$ cat src/rtl/sqrt_pkg.sv
package sqrt_pkg;

   // one controller state per control step
   typedef enum logic [2:0] {
      ST_IDLE = 3'd0,
      ST_MUL  = 3'd1,
      ST_SEED = 3'd2,
      ST_DIV  = 3'd3,
      ST_UPD  = 3'd4
   } sqrt_state_e;

endpackage

$ cat src/rtl/sqrt_muldiv.sv
// Registered multiply / sequential restoring divide unit sharing one result register.
module sqrt_muldiv #(
   parameter int W    = 16,
   parameter int FRAC = 14
) (
   input  logic         clk,
   input  logic         rst,
   input  logic         do_mul,
   input  logic         do_div,
   input  logic [W-1:0] opa,
   input  logic [W-1:0] opb,
   output logic [W-1:0] res,
   output logic         ready
);
   localparam int NW = W + FRAC;
   localparam int CW = $clog2(NW + 1);

   if (FRAC >= W) begin : g_bad_frac
      $error("sqrt_muldiv: FRAC must be below W");
   end

   logic [2*W-1:0] prod_w;
   logic [NW-1:0]  num_q;
   logic [W-1:0]   rem_q, dvs_q, quo_q, rem_n, quo_n;
   logic [W:0]     rem_sh, rem_sub;
   logic           ge;
   logic [CW-1:0]  cnt_q;
   logic           busy_q;

   assign prod_w  = opa * opb;
   assign rem_sh  = {rem_q, num_q[NW-1]};
   assign ge      = rem_sh >= {1'b0, dvs_q};
   assign rem_sub = rem_sh - {1'b0, dvs_q};
   assign rem_n   = ge ? W'(rem_sub) : W'(rem_sh);
   assign quo_n   = W'({quo_q, ge});

   always_ff @(posedge clk) begin
      if (rst) begin
         res    <= '0;
         ready  <= 1'b0;
         busy_q <= 1'b0;
         cnt_q  <= '0;
         num_q  <= '0;
         rem_q  <= '0;
         dvs_q  <= '0;
         quo_q  <= '0;
      end else begin
         ready <= 1'b0;
         if (do_mul) begin
            res <= W'(prod_w >> FRAC);
         end else if (do_div) begin
            num_q  <= {opa, {FRAC{1'b0}}};
            dvs_q  <= opb;
            rem_q  <= '0;
            quo_q  <= '0;
            cnt_q  <= CW'(NW);
            busy_q <= 1'b1;
         end else if (busy_q) begin
            num_q <= num_q << 1;
            rem_q <= rem_n;
            quo_q <= quo_n;
            cnt_q <= cnt_q - CW'(1);
            if (cnt_q == CW'(1)) begin
               res    <= quo_n;
               ready  <= 1'b1;
               busy_q <= 1'b0;
            end
         end
      end
   end

   // completion is a single pulse per divide
   p_ready_pulse_r8: assert property (@(posedge clk) disable iff (rst)
      ready |=> !ready);
   // no new operation is issued while the divider is stepping
   p_no_issue_busy_r8: assert property (@(posedge clk) disable iff (rst)
      busy_q |-> !(do_div || do_mul));
   // the divisor presented to the unit is never zero
   p_divisor_nz_r3: assert property (@(posedge clk) disable iff (rst)
      do_div |-> (opb != '0));
endmodule

$ cat src/rtl/sqrt_addinc.sv
// Adder for seed/update plus the loop-counter incrementer.
module sqrt_addinc #(
   parameter int W     = 16,
   parameter int CNT_W = 2
) (
   input  logic [W-1:0]     a,
   input  logic [W-1:0]     b,
   input  logic [CNT_W-1:0] cnt,
   output logic [W:0]       sum,
   output logic [CNT_W-1:0] cnt_inc
);
   assign sum     = a + b;
   assign cnt_inc = cnt + CNT_W'(1);
endmodule

$ cat src/rtl/sqrt_ctrl.sv
// Hardwired controller: one state per control step, stalls in ST_DIV.
module sqrt_ctrl
   import sqrt_pkg::*;
(
   input  logic clk,
   input  logic rst,
   input  logic start,
   input  logic div_ready,
   input  logic cnt_wrap,
   output logic ld_x,
   output logic do_mul,
   output logic do_div,
   output logic sel_y,
   output logic ld_y,
   output logic y_shift,
   output logic cnt_clr,
   output logic cnt_en,
   output logic busy,
   output logic done
);
   sqrt_state_e state_q, state_d;
   logic        issued_q, issued_d;

   always_comb begin
      state_d  = state_q;
      issued_d = issued_q;
      ld_x     = 1'b0;
      do_mul   = 1'b0;
      do_div   = 1'b0;
      sel_y    = 1'b0;
      ld_y     = 1'b0;
      y_shift  = 1'b0;
      cnt_clr  = 1'b0;
      cnt_en   = 1'b0;
      unique case (state_q)
         ST_IDLE: begin
            ld_x = start;
            if (start) state_d = ST_MUL;
         end
         ST_MUL: begin
            do_mul  = 1'b1;
            cnt_clr = 1'b1;
            state_d = ST_SEED;
         end
         ST_SEED: begin
            ld_y    = 1'b1;
            state_d = ST_DIV;
         end
         ST_DIV: begin
            if (!issued_q) begin
               do_div   = 1'b1;
               issued_d = 1'b1;
            end else if (div_ready) begin
               issued_d = 1'b0;
               state_d  = ST_UPD;
            end
         end
         ST_UPD: begin
            sel_y   = 1'b1;
            ld_y    = 1'b1;
            y_shift = 1'b1;
            cnt_en  = 1'b1;
            state_d = cnt_wrap ? ST_IDLE : ST_DIV;
         end
         default: state_d = ST_IDLE;
      endcase
   end

   always_ff @(posedge clk) begin
      if (rst) begin
         state_q  <= ST_IDLE;
         issued_q <= 1'b0;
         done     <= 1'b0;
      end else begin
         state_q  <= state_d;
         issued_q <= issued_d;
         done     <= (state_q == ST_UPD) && cnt_wrap;
      end
   end

   assign busy = (state_q != ST_IDLE);

   // completion pulse lasts one cycle
   p_done_single_r6: assert property (@(posedge clk) disable iff (rst)
      done |=> !done);
   // completion only follows an update step
   p_done_after_upd_r4: assert property (@(posedge clk) disable iff (rst)
      done |-> $past(state_q == ST_UPD));
   // a request while busy never re-enters the first step
   p_no_restart_r7: assert property (@(posedge clk) disable iff (rst)
      (busy && state_q != ST_UPD) |=> state_q != ST_MUL);
endmodule

$ cat src/rtl/newton_sqrt.sv
// Newton square root: seed by linear fit, four halving-mean refinements.
module newton_sqrt #(
   parameter int W     = 16,
   parameter int FRAC  = 14,
   parameter int CNT_W = 2
) (
   input  logic         clk,
   input  logic         rst,
   input  logic         start,
   input  logic [W-1:0] x_in,
   output logic         done,
   output logic [W-1:0] y_out
);
   localparam int ONE_I = 2 ** FRAC;
   localparam int C0_I  = (ONE_I * 2 + 4) / 9;
   localparam int C1_I  = (ONE_I * 8 + 4) / 9;
   localparam logic [W-1:0] C0_L = W'(C0_I);
   localparam logic [W-1:0] C1_L = W'(C1_I);

   if (W < FRAC + 2) begin : g_bad_width
      $error("newton_sqrt: need at least two integer bits");
   end
   if (CNT_W < 1) begin : g_bad_cnt
      $error("newton_sqrt: loop counter needs a bit");
   end

   logic [W-1:0]     x_q, y_q, y_d, md_a, md_b, md_res, add_a;
   logic [W:0]       sum;
   logic [CNT_W-1:0] cnt_q, cnt_inc;
   logic ld_x, do_mul, do_div, sel_y, ld_y, y_shift, cnt_clr, cnt_en, busy;
   logic div_ready, cnt_wrap;

   sqrt_ctrl u_ctrl (
      .clk, .rst, .start, .div_ready, .cnt_wrap,
      .ld_x, .do_mul, .do_div, .sel_y, .ld_y, .y_shift,
      .cnt_clr, .cnt_en, .busy, .done
   );

   assign md_a = do_mul ? C1_L : x_q;
   assign md_b = do_mul ? x_q  : y_q;

   sqrt_muldiv #(.W(W), .FRAC(FRAC)) u_md (
      .clk, .rst, .do_mul, .do_div,
      .opa(md_a), .opb(md_b), .res(md_res), .ready(div_ready)
   );

   assign add_a = sel_y ? y_q : C0_L;

   sqrt_addinc #(.W(W), .CNT_W(CNT_W)) u_add (
      .a(add_a), .b(md_res), .cnt(cnt_q), .sum, .cnt_inc
   );

   assign y_d      = y_shift ? W'(sum >> 1) : W'(sum);
   assign cnt_wrap = (cnt_inc == '0);

   always_ff @(posedge clk) begin
      if (rst) begin
         x_q   <= '0;
         y_q   <= '0;
         cnt_q <= '0;
      end else begin
         if (ld_x) x_q <= x_in;
         if (ld_y) y_q <= y_d;
         if (cnt_clr)     cnt_q <= '0;
         else if (cnt_en) cnt_q <= cnt_inc;
      end
   end

   assign y_out = y_q;

   // the operand register is frozen during a computation
   p_x_frozen_r7: assert property (@(posedge clk) disable iff (rst)
      busy |=> $stable(x_q));
   // the result holds while idle
   p_y_held_r6: assert property (@(posedge clk) disable iff (rst)
      !busy |=> $stable(y_q));
   // the update that wraps the counter is the one that completes
   p_wrap_ends_r4: assert property (@(posedge clk) disable iff (rst)
      (cnt_en && cnt_q == '1) |=> done);
   // no completion without the counter having wrapped
   p_done_wrapped_r4: assert property (@(posedge clk) disable iff (rst)
      done |-> (cnt_q == '0));
endmodule

$ cat config.mk
export PLATFORM = sky130hd
export DESIGN_NAME = newton_sqrt
export DESIGN_NICKNAME = d
export VERILOG_FILES = /design/src/rtl/sqrt_pkg.sv /design/src/rtl/sqrt_muldiv.sv /design/src/rtl/sqrt_addinc.sv /design/src/rtl/sqrt_ctrl.sv /design/src/rtl/newton_sqrt.sv
export SDC_FILE = /design/constraint.sdc
export NUM_CORES = 1
export LEC_CHECK = 0
export ABC_AREA = 1
export BUFFER_PORTS_ARGS = -buffer_cell sky130_fd_sc_hd__buf_2
export CORE_ASPECT_RATIO = 0.7
export CORE_MARGIN = 2
export CORE_UTILIZATION = 57
export DETAILED_ROUTE_END_ITERATION = 16
export MAX_ROUTING_LAYER = met4
export PLACE_DENSITY = 0.74
export SYNTH_ARGS = -nofsm -noshare
export SYNTH_HDL_FRONTEND = slang
export SYNTH_HIERARCHICAL = 1
export SYNTH_SLANG_ARGS = --single-unit
$ cat constraint.sdc
create_clock -name clk -period 14.5 [get_ports clk]
set_clock_uncertainty 0.15 [all_clocks]
set_input_delay 0.725 -clock clk [delete_from_list [all_inputs] [get_ports clk]]
set_output_delay 0.725 -clock clk [all_outputs]
set_load 0.03 [all_outputs]
# ---- Yosys cells after proc, flatten, opt, wreduce, memory -nomap -nowiden
# Index checks and enable logic that the tools add are counted.
dict set report totals {
  latchBits 0
  n_memories 0
  regBits 139
  word_cells 78
  ram_bits 0
  output_inout_bits 17
  in_bits 19
  rom_bits 0
}
dict set report classes {
  shifts 0
  n_mux 34
  mul 1
  div_mod_pow 0
  n_eq_ne 9
  bitwise 2
  order_cmp 1
  n_reduce_logical 13
  addsub 4
}
# cell count
set ops {}
lappend ops {{16-bit 2-to-1 mux} 11}
lappend ops {{30-bit 2-to-1 mux} 2}
lappend ops {{16-bit by 16-bit multiplier with 30-bit output} 1}
lappend ops {{15-bit 2-to-1 mux} 2}
lappend ops {{16-bit by 16-bit adder with 17-bit output} 1}
lappend ops {{17-bit by 16-bit greater-or-equal comparator with 1-bit output} 1}
lappend ops {{16-bit subtractor} 1}
lappend ops {{3-bit case mux with 5 select lines} 1}
lappend ops {{1-bit 2-to-1 mux} 12}
lappend ops {{5-bit 2-to-1 mux} 2}
lappend ops {{3-bit 2-to-1 mux} 3}
lappend ops {{3-bit by 2-bit equality test with 1-bit output (second input constant)} 2}
lappend ops {{3-bit AND reduction} 2}
lappend ops {{2-bit nonzero test} 3}
lappend ops {{5-bit by 1-bit equality test with 1-bit output (second input constant)} 1}
lappend ops {{5-bit by 1-bit subtractor with 5-bit output (second input constant)} 1}
lappend ops {{2-bit by 1-bit != test with 1-bit output (second input constant)} 2}
lappend ops {{2-bit != test (second input constant)} 2}
lappend ops {{2-bit AND reduction} 2}
lappend ops {{2-bit OR reduction} 2}
lappend ops {{4-bit OR reduction} 1}
lappend ops {{3-bit by 1-bit equality test with 1-bit output (second input constant)} 1}
lappend ops {{3-bit equality test (second input constant)} 1}
lappend ops {{3-bit zero test} 1}
lappend ops {{5 further kinds} 6}

# ---- Depth between registers and ports, before layout
# Gate-level depths: netlist of the first run.
dict set report depth {
  depth_word 5
  mapped_depth 36
  depth_no_buf 31
}

# ---- Cells and area by module
# Netlist of the first run, hierarchy kept.
# mod cells_each area_per_inst_um2 n_inst seq_area_each_um2
set modules_own_cells {}
lappend modules_own_cells {sqrt_muldiv 1889 13351.6 1 1721.7}
lappend modules_own_cells {newton_sqrt 319 1904.3 1 680.7}
lappend modules_own_cells {sqrt_addinc 186 985.9 1 0.0}
lappend modules_own_cells {sqrt_ctrl 42 297.8 1 100.1}

# ---- Worst setup path after synthesis of the first run
# OpenSTA, ideal clock, no wires.
dict set report synth_path {
  kind {register to register}
  startpoint {register u_ctrl.state_q[2]}
  endpoint {register u_md.res[5]}
  arrival_ps 6145
  n_path_buf 5
  t_required_ps 14216
  stages_incl_launch_ff 36
  setup_ps 134
  slack_ps 8071
  synth_period_minus_slack_ps 6429
  cell_sequence {dfxtp_1 -> inv_2 -> nand2_1 -> inv_2 -> buf_4 -> buf_4 -> inv_2 -> buf_4 -> nand2_1 -> o21ai_0 -> clkbuf_1 -> clkbuf_1 -> nand2_1 -> fa_1 -> inv_1 -> fa_1 -> inv_1 -> fa_1 -> inv_1 -> fa_1 -> fa_1 -> inv_1 -> fa_1 -> inv_1 -> ha_1 -> nand2_1 -> nor2_1 -> inv_1 -> nor3_1 -> nand2_1 -> nand2_1 -> nand2_1 -> nand2_1 -> nand2_1 -> nand3_1 -> a21oi_1}
}
dict set report synth_between {
  elab_chain_cells 5
  elab_cells_between_ends 12
  cone_classes {mul (1); eq/ne (3); mux (5); reduce/logical (3)}
}
# item line
set synth_lines {}
lappend synth_lines {{from (decl)} sqrt_ctrl.sv:21} ;# sqrt_state_e state_q, state_d;
lappend synth_lines {{from (signal assigned)} sqrt_ctrl.sv:75} ;# state_q <= state_d;
lappend synth_lines {{3-bit by 1-bit equality test with 1-bit output} --}
lappend synth_lines {{1-bit 2-to-1 mux} --}
lappend synth_lines {{via cnt_clr} newton_sqrt.sv:30} ;# logic ld_x, do_mul, do_div, sel_y, ld_y, y_shift, cnt_clr, cnt_en, busy;
lappend synth_lines {{16-bit 2-to-1 mux} newton_sqrt.sv:40} ;# assign md_b = do_mul ? x_q : y_q;
lappend synth_lines {{via md_b[7]} newton_sqrt.sv:27} ;# logic [W-1:0] x_q, y_q, y_d, md_a, md_b, md_res, add_a;
lappend synth_lines {{16-bit by 16-bit multiplier with 30-bit output} sqrt_muldiv.sv:30} ;# assign prod_w = opa * opb;
lappend synth_lines {{16-bit 2-to-1 mux} sqrt_muldiv.sv:49} ;# if (do_mul) begin
lappend synth_lines {{to (signal assigned)} sqrt_muldiv.sv:50} ;# res <= W'(prod_w >> FRAC);
lappend synth_lines {{to (signal assigned)} sqrt_muldiv.sv:64} ;# res <= quo_n;
lappend synth_lines {{to (decl)} sqrt_muldiv.sv:12} ;# output logic [W-1:0] res,
# The timed path passes the listed nets, and every way through them passes these cells.
# A chain may end at the register's enable or synchronous reset.

# ---- Final worst setup path of the first run
dict set report layout_path {
  startpoint {register u_ctrl.state_q[0]}
  endpoint {register u_md.res[5]}
}
dict set report layout_between {
  elab_chain_cells 5
  elab_cells_between_ends 12
  cone_classes {mul (1); eq/ne (3); mux (5); reduce/logical (3)}
}
# item line
set layout_lines {}
lappend layout_lines {{3-bit by 1-bit equality test with 1-bit output} --}
lappend layout_lines {{1-bit 2-to-1 mux} --}
lappend layout_lines {{via cnt_clr} newton_sqrt.sv:30}
lappend layout_lines {{16-bit 2-to-1 mux} newton_sqrt.sv:39} ;# assign md_a = do_mul ? C1_L : x_q;
lappend layout_lines {{via md_a[7]} newton_sqrt.sv:27}
lappend layout_lines {{16-bit by 16-bit multiplier with 30-bit output} sqrt_muldiv.sv:30}
lappend layout_lines {{16-bit 2-to-1 mux} sqrt_muldiv.sv:49}
# The timed path passes the listed nets, and every way through them passes these cells.

==> results of run 1 <==
-- registers in the layout, indices dropped and copies added (netlist names) --
| signal | cells |
|---|---|
| u_md/dvs_q | 16 |
| u_md/num_q | 16 |
| u_md/rem_q | 16 |
| u_md/res | 16 |
| x_q | 16 |
| y_out | 16 |
| u_md/quo_q | 15 |
| u_md/cnt_q | 5 |
| u_ctrl/state_q | 3 |
| cnt_q | 2 |
| u_ctrl/done | 1 |
| u_ctrl/issued_q | 1 |
| u_md/busy_q | 1 |
| u_md/ready | 1 |
-- path summary, 6_finish.rpt --
check             slack (ns)                      startpoint  cells after the start                           to
setup / recovery        6.67  u_ctrl/state_q[0]$_SDFFE_PP0P_                     29     u_md/res[5]$_SDFFE_PP0P_
setup reg to reg        6.67  u_ctrl/state_q[0]$_SDFFE_PP0P_                     29     u_md/res[5]$_SDFFE_PP0P_
hold / removal          0.32     u_md/dvs_q[15]$_SDFFE_PP0P_                      2  u_md/dvs_q[15]$_SDFFE_PP0P_
hold reg to reg         0.32     u_md/dvs_q[15]$_SDFFE_PP0P_                      2  u_md/dvs_q[15]$_SDFFE_PP0P_
-- Yosys cell counts (2+ instances only) --
cell | n | area share [%]
nand2_4 | 3 | 0.20
nor2_2 | 4 | 0.15
xnor2_1 | 9 | 0.48
a22o_1 | 14 | 0.74
inv_2 | 11 | 0.25
and2_1 | 2 | 0.076
o21ai_0 | 80 | 2.4
o21bai_1 | 7 | 0.32
fa_1 | 194 | 23
or2_2 | 4 | 0.15
nand2_2 | 13 | 0.49
nor3_2 | 4 | 0.24
buf_2 | 14 | 0.42
nand2_1 | 723 | 16
clkbuf_2 | 2 | 0.061
nor2_1 | 147 | 3.3
nor2_4 | 3 | 0.20
or2_1 | 2 | 0.076
nor4_1 | 3 | 0.11
nor3_1 | 9 | 0.27
nand3b_1 | 23 | 1.0
a21oi_2 | 8 | 0.42
inv_1 | 549 | 12
xor2_1 | 15 | 0.79
dfxtp_1 | 125 | 15
a21oi_1 | 110 | 3.3
a31oi_1 | 15 | 0.57
clkbuf_1 | 75 | 1.7
nand4_1 | 12 | 0.45
o21ai_1 | 7 | 0.21
buf_6 | 10 | 0.68
nand3_2 | 2 | 0.12
buf_4 | 12 | 0.54
ha_1 | 124 | 9.4
nand3_1 | 92 | 2.8
-- cell families after synthesis --
family,Yosys count
AO/OA/AOI/OAI,244
XOR/XNOR,24
adder cells (fa/ha/maj),318
buffers and inverters,675
flip-flops,125
AND/OR/NAND/NOR,1050
-- metal layers --
metal / part of all wire (%) / GRT usage, % / vias up
met5: 0 / - / -
met4: 1.9 / 7.29 / 0
met3: 11 / 9.06 / 76
met2: 42 / 47.6 / 678
met1: 45 / 46.4 / 7075
li1: - / - / 7176
-- cell type report --
cell class	instances	area (µm²)
Antenna cell	1	2.50
Timing Repair Buffer	67	415
Multi-Input combinational cell	1636	11400
Fill cell	2681	11200
Clock buffer	19	453
Sequential cell	125	2500
Clock inverter	13	189
Tap cell	378	473
Inverter	561	2110
-- placed cells by master (no fill, tap or decap), drive strengths merged --
| master | n |
|---|---|
| ha | 124 |
| o21ai | 88 |
| a21oi | 119 |
| nor3 | 13 |
| clkinv | 6 |
| diode | 1 |
| or2 | 6 |
| bufinv | 4 |
| a31oi | 15 |
| clkinvlp | 2 |
| dfxtp | 125 |
| o21a | 1 |
| inv | 562 |
| nand2 | 739 |
| a22o | 14 |
| and2 | 3 |
| xnor2 | 9 |
| nand3 | 94 |
| o21bai | 7 |
| and3 | 1 |
| clkbuf | 19 |
| nor2 | 154 |
| nor4 | 4 |
| xor2 | 15 |
| fa | 194 |
| nand3b | 23 |
| nand4 | 12 |
| nand2b | 1 |
| buf | 67 |
-- worst reg2reg max path, delay by kind of cell, from the launching register on --
kind,cells,cell delay (ns)
AOI/OAI and AO/OA,1,0.17
adders and majority gates,7,3.39
buffers and inverters,9,1.47
DFF,1,0.36
and+or+nand+nor,12,2.21
-- where the power goes --
| group | switching [mW] | internal [mW] |
|---|---|---|
| Clock | 0.168 | 0.297 |
| Sequential | 0.0758 | 0.427 |
| Combinational | 2.17 | 1.03 |
| Total | 2.41 | 1.76 |
==> flow_summary.yaml, run 1 <==
run_status:
  outcome: "finished, final reports clean"
floorplanning:
  coreArea_um2: 28700
  die-width_um: 208
  rows: 52
  die_area_um2: 30400
  start_util_pct: 57.6
  fp.dieH_um: 147
  io_pins: 36
grt:
  overflow: 0
  grt_max_degree: 49
  antenna_found_initial: 0
  grt.total_usage_pct: 33.1
  first_global_vias: 14600
  grt_pass1_wl_um: 77100
final_layout:
  area_growth_pct: 5.89
  drive_gt1_share_pct: 6.61
  fin_nets: 2745
  fin_util_pct: 61.0
  finalNonFillerCells: 2800
  fin_area_um2: 17500
logic_synthesis:
  synth_edf_count: 0
  syn_nets: 2773
  yosys_warnings: 6
  synth_area_per_cell_um2: 6.79
  seq_area_frac_synth_pct: 15.1
  dominantRegCellSynth: "dfxtp_1"
  synth_top_family_by_area: "adder cells"
  synthMuxAreaShare_pct: 0
  syn_inst: 2436
  syn-cell-area_um2: 16500
  synth_simple_gate_area_share_pct: 26.3
  synth-seq-cells: 125
  synth_fa_ha_area_share_pct: 32.9
  synth.distinct_cells: 44
  synth-async-reset-ratio_pct: 0
  synth-compound-area-share_pct: 8.21
  synth_xor_xnor_area_share_pct: 1.27
route:
  drtPass1Iterations: 7
  routedWlPerCell_um: 16.8
  via_count: 15000
  ant_nets: 0
  drcViolationCount: 0
  postRouteWirelength_um: 47100
  drtIter0Drc: 1624
  routed_via_density: 5.36
sta:
  slew_headroom_pct: 17.5
  worst_slack_ns: 6.67
  drv_slew: 0
  tns_ns: 0
  period_share_pct: 54.0
  setup_viol: 0
  grt_setup_unrepaired: "no"
  fmax_mhz: 128
  worstMarginPinSlew_ns: 1.24
  min_period_ns: 7.83
  fin_hold_ws_ns: 0.317
  finalHoldViolations: 0
place:
  hpwl_um: 35300
  place_inst: 2767
  place.gp.congestion: 0.985
  placed_area_um2: 16900
  place.port_buffers: 35
  pre_cts_slack_ns: 6.80
setup_path:
  cpPeakStageDelay_ns: 0.76
  crit_slowest_cell: "nand2_1"
  setup.worst_path.start_class: "flop"
  path_max_fanout: 48
  end_kind: "flop"
  crit_buf_inv: 9
  worst-endpoint-required_ns: 14.71
  critPathTopFamily: "adder cells"
  worstPathArrival_ns: 8.04
  critPathKind: "reg -> reg"
clock_tree:
  cts_root_buffer: "clkbuf_16"
  cts.sinks: 125
  post_cts_buffers: 0
  holdBufCountCts: 0
  clk_latency_ns: 0.43
  numCtsBuffers: 17
  cts_tree: "yes"
  clockBufferDepth: 2
  ctsResizeCount: 0
  path_clk_slew_ns: 0.06
  htreeDepth: 4
power_and_ir_drop:
  power.density_nw_per_um2: 238
  p_leak_nw: 9.78
  power.total_mw: 4.17
  ir_worst_vdd_uv: 119
min_path:
  hold_class: "reg -> reg"
flow_run:
  cap_violations: 0
Note: power is estimated with default switching activity, not from simulation.
==> run 2: changes to the inputs <==
==> constraint.sdc (replaced) <==
create_clock -name clk -period 7.6 [get_ports clk]
set_clock_uncertainty 0.15 [all_clocks]
set_input_delay 0.38 -clock clk [delete_from_list [all_inputs] [get_ports clk]]
set_output_delay 0.38 -clock clk [all_outputs]
set_load 0.03 [all_outputs]
==> run 2 against run 1 <==
  * Die area is the same
  * Setup slack lost 6.3 ns
  * First-iteration DRC count shrank 7.1%
  * Largest power group unchanged
  * Via count shrank 1.0%
  * Critical path type unchanged
  * Utilization grew 0.10 points
  * Largest cell class unchanged
==> flow_summary.yaml, run 2 (synthesized netlist as in run 1, its figures left out) <==
floorplanning:
  io_pins: 36
  rows: 52
  die-width_um: 208
  die_area_um2: 30400
  start_util_pct: 57.6
  fp.dieH_um: 147
  coreArea_um2: 28700
min_path:
  hold_start: "x_in[7]"
  min_to: "x_q[7]$_SDFFE_PP0P_"
  hold_class: "in -> reg"
  hold_depth: 3
flow_run:
  cap_violations: 0
grt:
  grt_use_met3_pct: 7.85
  grt.total_usage_pct: 32.9
  use_met2_pct: 47.1
  grt_pass1_wl_um: 76100
  grt_max_degree: 78
  gr-usage-met1_pct: 46.8
  first_global_vias: 14500
  top_usage_layer: "met2"
  overflow: 0
  antenna_found_initial: 0
sta:
  slew_headroom_pct: 17.1
  period_share_pct: 95.2
  min_period_ns: 7.24
  finalHoldViolations: 0
  drv_slew: 0
  setup_viol: 0
  worstMarginPinSlew_ns: 1.24
  fmax_mhz: 138
  grt_setup_unrepaired: "yes"
setup_path:
  r2r_end: "u_md/res[3]$_SDFFE_PP0P_"
  path_cells: "inv_2 > nand2_1 > inv_2 > buf_4 > nor2_1 > nand2_1 > fa_1 > fa_1 > inv_1 > fa_1 > fa_1 > fa_1 > inv_1 > fa_1 > inv_1 > ha_1 > nand2_1 > nor3_1 > a21oi_1 > xnor2_1 > nand2_1 > a21oi_1"
  worst-endpoint-required_ns: 7.80
  crit_slowest_cell: "nor2_1"
  critPathLaunch: "u_ctrl/state_q[2]$_SDFFE_PP0P_"
  setup.worst_path.start_class: "flop"
  cp_common_cell: "fa_1"
  end_kind: "flop"
  cpPeakStageDelay_ns: 0.64
  critPathKind: "reg -> reg"
  r2r_setup_slack_ns: 0.36
  path_max_fanout: 27
  rr_worst_depth: 22
  worstReg2RegStart: "u_ctrl/state_q[2]$_SDFFE_PP0P_"
  worstPathArrival_ns: 7.44
route:
  postRouteWirelength_um: 46800
  routedWlPerCell_um: 16.7
  drtPass1Iterations: 6
  via_count: 14800
  ant_nets: 0
  routed_via_density: 5.30
  drcViolationCount: 0
  drtIter0Drc: 1508
final_layout:
  finalNonFillerCells: 2804
  area_growth_pct: 6.07
  fin_nets: 2752
  fin_area_um2: 17500
  final_cell_mix: "nand2_1, inv_1, fa_1"
  drive_gt1_share_pct: 6.76
  layout_commonest_cell: "nand2_1"
clock_tree:
  cts_root_buffer: "clkbuf_16"
  holdBufCountCts: 0
  cts.sinks: 125
  path_clk_slew_ns: 0.06
  cts_tree: "yes"
  clk_latency_ns: 0.43
  clockBufferDepth: 2
  numCtsBuffers: 17
  htreeDepth: 4
place:
  place.gp.congestion: 0.959
  hpwl_um: 35800
  place_inst: 2774
  place.port_buffers: 35
  placed_area_um2: 16900
run_status:
  outcome: "finished, final reports clean"
power_and_ir_drop:
  power.density_nw_per_um2: 453
  p_leak_nw: 9.81
  ir_worst_vdd_uv: 261
-- run 2: cell types whose count changed in the layout (fill, tap and decap cells not counted), sizes merged --
cell      change
clkbuf        +3
clkinvlp      -1
clkinv        -4
inv           -1
buf           +7
-- run 2: power by group --
group	internal (mW)	switching, mW
Combinational	1.99	4.13
Clock	0.567	0.295
Sequential	0.816	0.143
-- run 2: how the worst max path moves through the flow --
| stage | cells past startpoint | slack [ns] | end |
|---|---|---|---|
| final | 22 | 0.36 | u_md/res[3]$_SDFFE_PP0P_ |
| after global placement | 22 | 0.16 | u_md/res[3]$_SDFFE_PP0P_ |
| after detailed placement | 22 | 0.30 | u_md/res[3]$_SDFFE_PP0P_ |
| after global routing | 31 | -0.06 | u_md/res[5]$_SDFFE_PP0P_ |
| after floorplan | 35 | 1.17 | u_md/res[5]$_SDFFE_PP0P_ |
| after CTS | 22 | 0.27 | u_md/res[3]$_SDFFE_PP0P_ |
-- run 2: repair_timing --
item | in CTS | in global routing
setup buffers | 0 | 0
setup endpoints to repair | 0 | 4
gates resized for setup | 0 | 4
-- run 2: worst max-delay path: cells and delay by family, from the launching register on --
family,cells,cell delay [ns]
compound gates,2,0.35
xor+xnor,1,0.24
flops,1,0.44
simple gates,6,1.75
fa+ha+maj,7,3.47
buf+inv,6,0.74
-- run 2: metrics by stage --
step           utilization (%)  hold WS [ns]  setup slack [ns]  power, mW  setup TNS, ns
3_3_place_gp              59.0         0.301             0.163       6.82              0
5_1_grt                   61.1        0.0281           -0.0558       8.74        -0.0558
4_1_cts                   61.1        0.0141             0.272       7.84              0
3_5_place_dp              59.0         0.308             0.304       6.90              0
6_report                  61.1        0.0247             0.363       7.94              0
2_1_floorplan                -         0.283              1.17       5.29              0
-- run 2: cell type report --
type / count / area, µm²
clock buffers: 22 / 474
diodes: 1 / 2.50
flip-flops and latches: 125 / 2500
inverters: 561 / 2110
clock inverters: 7 / 138
fillers: 2696 / 11100
repair buffers: 74 / 468
well taps: 378 / 473
multi-input cells: 1636 / 11400
-- run 2: metal layers --
layer | share of wire [%] | vias to the layer above | wire length (µm)
li1 | - | 7209 | -
met1 | 46 | 6928 | 21500
met2 | 41 | 642 | 19400
met3 | 10 | 70 | 4790
met4 | 2.3 | 0 | 1090
met5 | 0 | - | 0
